**src/rtl/ipc_pkg.sv**
```systemverilog
package ipc_pkg;

    localparam int WORD_W = 32;

    localparam logic [31:0] OFS_STAT   = 32'h00;
    localparam logic [31:0] OFS_SET    = 32'h04;
    localparam logic [31:0] OFS_CLR    = 32'h08;
    localparam logic [31:0] OFS_INBOX  = 32'h10;
    localparam logic [31:0] OFS_OUTBOX = 32'h20;

    localparam int BIT_EN_FULL  = 31;
    localparam int BIT_EN_EMPTY = 30;
    localparam int BIT_TAG      = 29;
    localparam int BIT_RSVD     = 28;
    localparam int PAY_W        = 28;

    typedef enum logic [2:0] {
        SEL_NONE,
        SEL_STAT,
        SEL_SET,
        SEL_CLR,
        SEL_INBOX,
        SEL_OUTBOX
    } reg_sel_e;

    typedef enum logic {
        MB_EMPTY = 1'b0,
        MB_FULL  = 1'b1
    } mb_state_e;

    function automatic reg_sel_e decode(input logic [31:0] ofs);
        reg_sel_e s;
        case (ofs)
            OFS_STAT:   s = SEL_STAT;
            OFS_SET:    s = SEL_SET;
            OFS_CLR:    s = SEL_CLR;
            OFS_INBOX:  s = SEL_INBOX;
            OFS_OUTBOX: s = SEL_OUTBOX;
            default:    s = SEL_NONE;
        endcase
        return s;
    endfunction

endpackage

```
**src/rtl/ipc_sema_bank.sv**
```systemverilog
module ipc_sema_bank #(
    parameter int SEMA_W = 32
) (
    input  logic              clk,
    input  logic              rst_n,
    input  logic [SEMA_W-1:0] set_a,
    input  logic [SEMA_W-1:0] set_b,
    input  logic [SEMA_W-1:0] clr_a,
    input  logic [SEMA_W-1:0] clr_b,
    output logic [SEMA_W-1:0] flags_o
);

    logic [SEMA_W-1:0] set_any;
    logic [SEMA_W-1:0] clr_any;

    assign set_any = set_a | set_b;
    assign clr_any = clr_a | clr_b;

    for (genvar i = 0; i < SEMA_W; i++) begin : g_flag
        logic flag_q;
        always_ff @(posedge clk or negedge rst_n) begin
            if (!rst_n) begin
                flag_q <= 1'b0;
            end else if (set_any[i]) begin
                flag_q <= 1'b1;      // set has priority over clear
            end else if (clr_any[i]) begin
                flag_q <= 1'b0;
            end
        end
        assign flags_o[i] = flag_q;
    end

endmodule

```
**src/rtl/ipc_mailbox.sv**
```systemverilog
module ipc_mailbox
    import ipc_pkg::*;
(
    input  logic              clk,
    input  logic              rst_n,
    input  logic              snd_wr,
    input  logic [WORD_W-1:0] snd_wdata,
    input  logic              rcv_rd,
    output logic [WORD_W-1:0] word_o,
    output logic              full_irq_o,
    output logic              empty_irq_o
);

    mb_state_e         state_q;
    mb_state_e         state_d;
    logic              en_full_q;
    logic              en_empty_q;
    logic [PAY_W-1:0]  payload_q;
    wire               unused_tag_bits = ^snd_wdata[BIT_TAG:BIT_RSVD];

    // next state: LOAD, RELOAD, DRAIN
    always_comb begin
        state_d = state_q;
        unique case (state_q)
            MB_EMPTY: begin
                if (snd_wr) state_d = MB_FULL;
            end
            MB_FULL: begin
                if (snd_wr)      state_d = MB_FULL;
                else if (rcv_rd) state_d = MB_EMPTY;
            end
            default: state_d = MB_EMPTY;
        endcase
    end

    always_ff @(posedge clk or negedge rst_n) begin
        if (!rst_n) state_q <= MB_EMPTY;
        else        state_q <= state_d;
    end

    always_ff @(posedge clk or negedge rst_n) begin
        if (!rst_n) begin
            en_full_q  <= 1'b0;
            en_empty_q <= 1'b0;
            payload_q  <= '0;
        end else if (snd_wr) begin
            en_full_q  <= snd_wdata[BIT_EN_FULL];
            en_empty_q <= snd_wdata[BIT_EN_EMPTY];
            payload_q  <= snd_wdata[PAY_W-1:0];
        end
    end

    always_comb begin
        word_o      = {en_full_q, en_empty_q, 1'b0, 1'b0, payload_q};
        full_irq_o  = 1'b0;
        empty_irq_o = 1'b0;
        unique case (state_q)
            MB_EMPTY: empty_irq_o = en_empty_q;
            MB_FULL: begin
                word_o[BIT_TAG] = 1'b1;
                full_irq_o      = en_full_q;
            end
            default: ;
        endcase
    end

endmodule

```
**src/rtl/ipc_rd_port.sv**
```systemverilog
module ipc_rd_port
    import ipc_pkg::*;
#(
    parameter int SEMA_W = 32
) (
    input  logic              clk,
    input  logic              rst_n,
    input  logic              rd,
    input  reg_sel_e          sel,
    input  logic [SEMA_W-1:0] flags,
    input  logic [WORD_W-1:0] inbox_word,
    input  logic [WORD_W-1:0] outbox_word,
    output logic [WORD_W-1:0] rdata_o
);

    logic [WORD_W-1:0] mux_d;

    always_comb begin
        mux_d = '0;
        unique case (sel)
            SEL_STAT:   mux_d = WORD_W'(flags);
            SEL_INBOX:  mux_d = inbox_word;
            SEL_OUTBOX: mux_d = outbox_word;
            default:    mux_d = '0;
        endcase
    end

    always_ff @(posedge clk or negedge rst_n) begin
        if (!rst_n) rdata_o <= '0;
        else        rdata_o <= rd ? mux_d : '0;
    end

endmodule

```
**src/rtl/ipc_mbox_sema.sv**
```systemverilog
module ipc_mbox_sema
    import ipc_pkg::*;
#(
    parameter int ADDR_W = 6,
    parameter int SEMA_W = 32
) (
    input  logic              clk,
    input  logic              rst_n,
    input  logic [ADDR_W-1:0] cpu_addr,
    input  logic              cpu_wr,
    input  logic [31:0]       cpu_wdata,
    input  logic              cpu_rd,
    output logic [31:0]       cpu_rdata,
    input  logic [ADDR_W-1:0] cop_addr,
    input  logic              cop_wr,
    input  logic [31:0]       cop_wdata,
    input  logic              cop_rd,
    output logic [31:0]       cop_rdata,
    output logic              cpu_irq,
    output logic              cop_irq
);

    reg_sel_e          cpu_sel;
    reg_sel_e          cop_sel;
    logic [SEMA_W-1:0] sema_q;
    logic [WORD_W-1:0] ib_word;
    logic [WORD_W-1:0] ob_word;
    logic              ib_full_irq, ib_empty_irq;
    logic              ob_full_irq, ob_empty_irq;
    logic [SEMA_W-1:0] cpu_set, cpu_clr, cop_set, cop_clr;

    assign cpu_sel = decode(32'(cpu_addr));
    assign cop_sel = decode(32'(cop_addr));

    assign cpu_set = (cpu_wr && cpu_sel == SEL_SET) ? cpu_wdata[SEMA_W-1:0] : '0;
    assign cpu_clr = (cpu_wr && cpu_sel == SEL_CLR) ? cpu_wdata[SEMA_W-1:0] : '0;
    assign cop_set = (cop_wr && cop_sel == SEL_SET) ? cop_wdata[SEMA_W-1:0] : '0;
    assign cop_clr = (cop_wr && cop_sel == SEL_CLR) ? cop_wdata[SEMA_W-1:0] : '0;

    ipc_sema_bank #(.SEMA_W(SEMA_W)) u_sema (
        .clk     (clk),
        .rst_n   (rst_n),
        .set_a   (cpu_set),
        .set_b   (cop_set),
        .clr_a   (cpu_clr),
        .clr_b   (cop_clr),
        .flags_o (sema_q)
    );

    // inbox: coprocessor sends, CPU receives
    ipc_mailbox u_inbox (
        .clk         (clk),
        .rst_n       (rst_n),
        .snd_wr      (cop_wr && cop_sel == SEL_INBOX),
        .snd_wdata   (cop_wdata),
        .rcv_rd      (cpu_rd && cpu_sel == SEL_INBOX),
        .word_o      (ib_word),
        .full_irq_o  (ib_full_irq),
        .empty_irq_o (ib_empty_irq)
    );

    // outbox: CPU sends, coprocessor receives
    ipc_mailbox u_outbox (
        .clk         (clk),
        .rst_n       (rst_n),
        .snd_wr      (cpu_wr && cpu_sel == SEL_OUTBOX),
        .snd_wdata   (cpu_wdata),
        .rcv_rd      (cop_rd && cop_sel == SEL_OUTBOX),
        .word_o      (ob_word),
        .full_irq_o  (ob_full_irq),
        .empty_irq_o (ob_empty_irq)
    );

    ipc_rd_port #(.SEMA_W(SEMA_W)) u_cpu_rd (
        .clk         (clk),
        .rst_n       (rst_n),
        .rd          (cpu_rd),
        .sel         (cpu_sel),
        .flags       (sema_q),
        .inbox_word  (ib_word),
        .outbox_word (ob_word),
        .rdata_o     (cpu_rdata)
    );

    ipc_rd_port #(.SEMA_W(SEMA_W)) u_cop_rd (
        .clk         (clk),
        .rst_n       (rst_n),
        .rd          (cop_rd),
        .sel         (cop_sel),
        .flags       (sema_q),
        .inbox_word  (ib_word),
        .outbox_word (ob_word),
        .rdata_o     (cop_rdata)
    );

    assign cpu_irq = ib_full_irq | ob_empty_irq;
    assign cop_irq = ob_full_irq | ib_empty_irq;

endmodule

```
**config.mk**
```make
export PLATFORM = sky130hd
export DESIGN_NAME = ipc_mbox_sema
export DESIGN_NICKNAME = d
export VERILOG_FILES = /design/src/rtl/ipc_pkg.sv /design/src/rtl/ipc_sema_bank.sv /design/src/rtl/ipc_mailbox.sv /design/src/rtl/ipc_rd_port.sv /design/src/rtl/ipc_mbox_sema.sv
export SDC_FILE = /design/constraint.sdc
export NUM_CORES = 1
export LEC_CHECK = 0
export ABC_AREA = 1
export ABC_CLOCK_PERIOD_IN_PS = 900
export BUFFER_PORTS_ARGS = -buffer_cell sky130_fd_sc_hd__buf_4
export CAP_MARGIN = 20
export CORE_MARGIN = 1
export CORE_UTILIZATION = 40
export CTS_BUF_LIST = sky130_fd_sc_hd__clkbuf_2 sky130_fd_sc_hd__clkbuf_4 sky130_fd_sc_hd__clkbuf_8
export CTS_CLUSTER_SIZE = 14
export DETAILED_ROUTE_END_ITERATION = 10
export GPL_ROUTABILITY_DRIVEN = 0
export MAX_ROUTING_LAYER = met4
export PLACE_DENSITY_LB_ADDON = 0.15
export SLEW_MARGIN = 20
export SYNTH_ARGS = -nofsm -noshare
export SYNTH_HDL_FRONTEND = slang
export SYNTH_SLANG_ARGS = --single-unit
```
**constraint.sdc**
```tcl
create_clock -name clk -period 0.9 [get_ports clk]
set_clock_uncertainty 0.1 [all_clocks]
set_input_delay 0.09 -clock clk [delete_from_list [all_inputs] [get_ports clk]]
set_output_delay 0.09 -clock clk [all_outputs]
set_load 0.03 [all_outputs]
```
## After elaboration in Yosys (flattened, before gate mapping)

Cells that the tools add are included.

- Register bits after elaboration: 158
- Input bits: 82
- Output and inout bits: 66
- Word-level logic and storage cells: 196

- Equality and inequality tests: 18
- Multiplexer cells: 88
- Bitwise gates (word level): 6
- Reductions and logical operators: 42

Operators with widths:

| cell | count |
|---|---|
| two-way mux 32 bit | 6 |
| one-hot mux 32 bit (3 select lines) | 2 |
| two-way mux 1 bit | 76 |
| OR 32 bit | 2 |
| nonzero test 2 bit | 32 |
| one-hot mux 3 bit (5 select lines) | 2 |
| equality test 3 x 2 -> 1 bit, second input constant | 4 |
| equality test 3 bit, second input constant | 4 |
| equality test 6 x 3 -> 1 bit, second input constant | 2 |
| equality test 6 x 4 -> 1 bit, second input constant | 2 |
| equality test 6 x 5 -> 1 bit, second input constant | 2 |
| equality test 6 bit, second input constant | 2 |
| zero test 6 bit | 2 |
| logical AND 1 bit | 8 |
| equality test 3 x 1 -> 1 bit, second input constant | 2 |
| one-hot mux 1 bit (2 select lines) | 2 |
| NOT 1 bit | 2 |
| OR 1 bit | 2 |

## Logic depth before layout (Yosys ltp)

- Depth in word-level cells: 8
- Depth in mapped cells: 8

## Cells and area by module

From an unflattened synthesis, not the netlist that was laid out.

- Cells, all modules: 1297
- Area, all modules: 8966.1 um2

By module, submodules not included:

| module | times used | cells each | area an instance (um2) | sequential area each (um2) |
|---|---|---|---|---|
| ipc_rd_port | 2 | 283 | 1935.6 | 800.8 |
| ipc_mailbox | 2 | 140 | 1207.4 | 775.7 |
| ipc_sema_bank | 1 | 192 | 1521.5 | 800.8 |
| ipc_mbox_sema | 1 | 259 | 1158.6 | 0.0 |

## Worst setup path before layout

OpenSTA, ideal clock, no wires.

- Path kind: register to output
- Start: reg u_inbox.state_q
- End: out cop_irq
- Arrival time: 1098 ps
- Required time: 710 ps
- Setup slack: -388 ps
- Cell stages (with the launch flop): 2
- Buffers on the path: 0
- Cell sequence: dfrtp_1 > o21ai_0

- Longest elaborated chain between the ends: 2

Ends and longest elaborated chain:

| item | line | RTL |
|---|---|---|
| start, declared | ipc_mailbox.sv:14 | `mb_state_e state_q;` |
| start signal, assigned | ipc_mailbox.sv:38 | `else state_q <= state_d;` |
| two-way mux 1 bit | ipc_mailbox.sv:57 | `unique case (state_q)` |
| OR 1 bit | ipc_mbox_sema.sv:97 | `assign cop_irq = ob_full_irq \| ib_empty_irq;` |
| end, declared | ipc_mbox_sema.sv:20 | `output logic cop_irq` |

Every way passes these cells.

## Worst setup path after layout

- Start: reg u_outbox.state_q
- End: out cop_irq

- Longest elaborated chain between the ends: 2

Ends and longest elaborated chain:

| item | line |
|---|---|
| start, declared | ipc_mailbox.sv:14 |
| start signal, assigned | ipc_mailbox.sv:38 |
| two-way mux 1 bit | ipc_mailbox.sv:57 |
| OR 1 bit | ipc_mbox_sema.sv:97 |

Every way passes these cells.

==> impl_metrics.csv <==
group,metric,value,unit
timing,rsz0062_at_grt,"yes",
status,status,"complete, but fails checks",
detailed_routing,highest_layer,"met4",
worst_setup_path,endpoint_kind,"primary output",
detailed_routing,wire_per_inst,19.58,um
die,io_pins,148,
status,violations,"setup timing",
clocking,cts_buffers,17,
global_route,antenna_found_initial,0,
job,cap_viol_max_count,0,
synthesis,synth_most_common_cell,"nand2_1",
pwr,powerDensity,1349,mW/mm^2
synthesis,syn-cell-area,0.008499,mm^2
final_layout,fin_util,0.6464,
worst_setup_path,cp_top_family,"flip-flops",
synthesis,synth_edf_count,0,
detailed_routing,ant_nets,0,
hold_path,hold_path_class,"in -> async",
detailed_routing,first_pass_iters,6,
worst_setup_path,critPathKind,"reg -> out",
worst_setup_path,critPathRequiredTime,0.71,ns
global_route,grt_pass1_vias,8391,
die,die-area,0.02184,mm^2
clocking,clk_path_buf_depth,2,
detailed_routing,wirelength,33050,um
timing,setup_viol,172,
die,initial_core_util,0.4134,
synthesis,ys_types,18,
detailed_routing,wirelength_met1,14220,um
clocking,h-tree-depth,4,
synthesis,synth.net_count,1213,
global_route,grt_overflow,0,
worst_setup_path,slowest_delay,0.45,ns
synthesis,ys_seq_area_frac,0.4652,
timing,period_share,1.551,
synthesis,yosysTopAreaCellShare,0.4652,
die,die_x,147.8,um
placement,dpl_cell_area,0.01057,mm^2
worst_setup_path,crit_arrival,1.21,ns
worst_setup_path,crit_slowest_cell,"dfrtp_2",
clocking,clock-sinks,158,
detailed_routing,vias,9529,
timing,slew_violations,0,
synthesis,synth_flop_cell,"dfrtp_1",
pwr,finalPower,17.93,mW
final_layout,antenna_cells,0,
final_layout,drive_gt1_frac,0.3568,
global_route,grt_max_degree,33,
synthesis,synth-async-reset-ratio,1.000,
worst_setup_path,crit_buf_inv,1,
global_route,grt_pass1_wl,47190,um
pwr,vdd_drop_max,0.8541,mV
synthesis,synth_top_area_cell,"dfrtp_1",
timing,finalHoldViolations,0,
detailed_routing,drt-initial-drc-count,1526,
clocking,cts_tree,"yes",
detailed_routing,avgViaCountPerCell,5.645,
placement,hpwl,20870,um
timing,tightest_slew,0.3908,ns
worst_setup_path,worst-path-max-fanout,3,
clocking,clk_latency,0.46,ns
final_layout,fin_nets,1488,
die,row_count,52,
synthesis,yosys_warnings,0,
detailed_routing,wl_met2,13890,um
placement,io_buffer_count,147,
clocking,cts_root_buf,"clkbuf_8",
detailed_routing,drc,0,
detailed_routing,dr_wl_met3,4024,um
die,die_h,147.8,um
synthesis,synthCells,1131,
clocking,cts.reportedPaths.clkPinSlew,0.09,ns
timing,period_minus_slack,1.396,ns
timing,holdWs,0.006155,ns
worst_setup_path,cp-start-kind,"flip-flop",
die,fp.coreArea,0.02056,mm^2
synthesis,syn_area_per_cell,7.515,um^2
timing,fmax,716.4,MHz
timing,worst_slack,-0.4959,ns
synthesis,synthTopCellsByArea,"dfrtp_1 47%, nand2_1 14%, nand4_1 14%, nand3_1 9.4%, inv_1 4.9%",
pwr,p_leak,6.917,nW
worst_setup_path,cp_cell_sequence,"nand2_1 -> o21ai_2 -> buf_6",
final_layout,areaGrowthSynthToFinish,56.37,%
global_route,grt_usage,0.2907,
timing,slew_headroom,0.7395,
final_layout,stdcell_area,0.01329,mm^2
synthesis,yosys-top-cells-count,"321 x nand2_1, 190 x nand4_1, 159 x nand3_1, 158 x dfrtp_1, 111 x inv_1",
synthesis,synth-seq-cells,158,
[through the flow]
stage                     TNS (ns)  worst slack, ns  std cells
after floorplan             -19.51          -0.1828       1131
after global placement      -63.32          -0.4738       1535
after detailed placement    -65.53          -0.4745       1535
after CTS                   -21.50          -0.5161       1649
after global routing        -29.66          -0.5324       1688
final                       -23.40          -0.4959       1688
[report_power, final]
group          total (mW)  switching [mW]  internal, mW  leakage [nW]
Sequential           8.99            1.13          7.86          2.08
Combinational        3.72            1.88          1.84          4.64
Clock                5.21            2.64          2.57         0.195
[layout by cell type (no fill, tap or decap), drive strengths merged]
master / count
nor2: 19
nand3: 160
o21ai: 64
dlygate4sd3: 70
nand4: 190
a211oi: 1
clkinv: 6
nor4: 1
dfrtp: 158
clkbuf: 30
inv: 115
nand2: 321
clkinvlp: 2
bufinv: 2
buf: 279
[cell type report]
class | instances | area, um^2
fillers | 1767 | 7269
multi-input cells | 756 | 4279
flip-flops and latches | 158 | 3993
repair buffers | 359 | 3872
inverters | 114 | 427.9
well taps | 270 | 337.8
clock buffers | 20 | 262.8
clock inverters | 11 | 117.6
[logic make-up after synthesis]
| group | share of synthesized area |
|---|---|
| AO/OA/AOI/OAI | 0.03857 |
| buffers and inverters | 0.1063 |
| flip-flops | 0.4652 |
| AND/OR/NAND/NOR | 0.3900 |
[state kept, by name, summed over array words and instances, names as in the netlist]
register and cells:
u_outbox.en_full_q 1, u_outbox.payload_q 28, u_inbox.en_full_q 1, u_outbox.state_q 1, u_inbox.state_q 1, u_cpu_rd.rdata_o 32, u_inbox.payload_q 28, u_outbox.en_empty_q 1
u_cop_rd.rdata_o 32, u_inbox.en_empty_q 1, u_sema.g_flag.flag_q 32
[metal layers]
layer	up-vias	global-route usage
met5	-	-
met4	0	0.08557
met3	91	0.06944
met2	627	0.3818
met1	4435	0.4362
li1	4376	-
[path summary, 6_finish.rpt]
check / cells past startpoint / slack, ns / end / from
setup / recovery: 3 / -0.50 / cop_irq / u_outbox.state_q
hold / removal: 2 / 0.006 / u_cop_rd.rdata_o[26] / rst_n
min in group clk: 5 / 0.02 / u_sema.g_flag[8].flag_q / cpu_wr
setup reg to reg: 5 / -0.19 / u_cop_rd.rdata_o[29] / u_outbox.state_q
hold reg to reg: 2 / 0.44 / u_inbox.payload_q[5] / u_inbox.payload_q[5]
max in group asynchronous: 3 / 0.22 / u_cop_rd.rdata_o[6] / rst_n
[timing repair]
action                                 4_1_cts  5_1_grt
setup endpoints to repair                  135      179
cloned                                       0       16
endpoints found under the hold margin      297        2
pin swaps                                  151      114
hold buffers                                68        3
setup buffers                               15       24
resized for setup                          106      180
(Power assumes the default switching activity.)
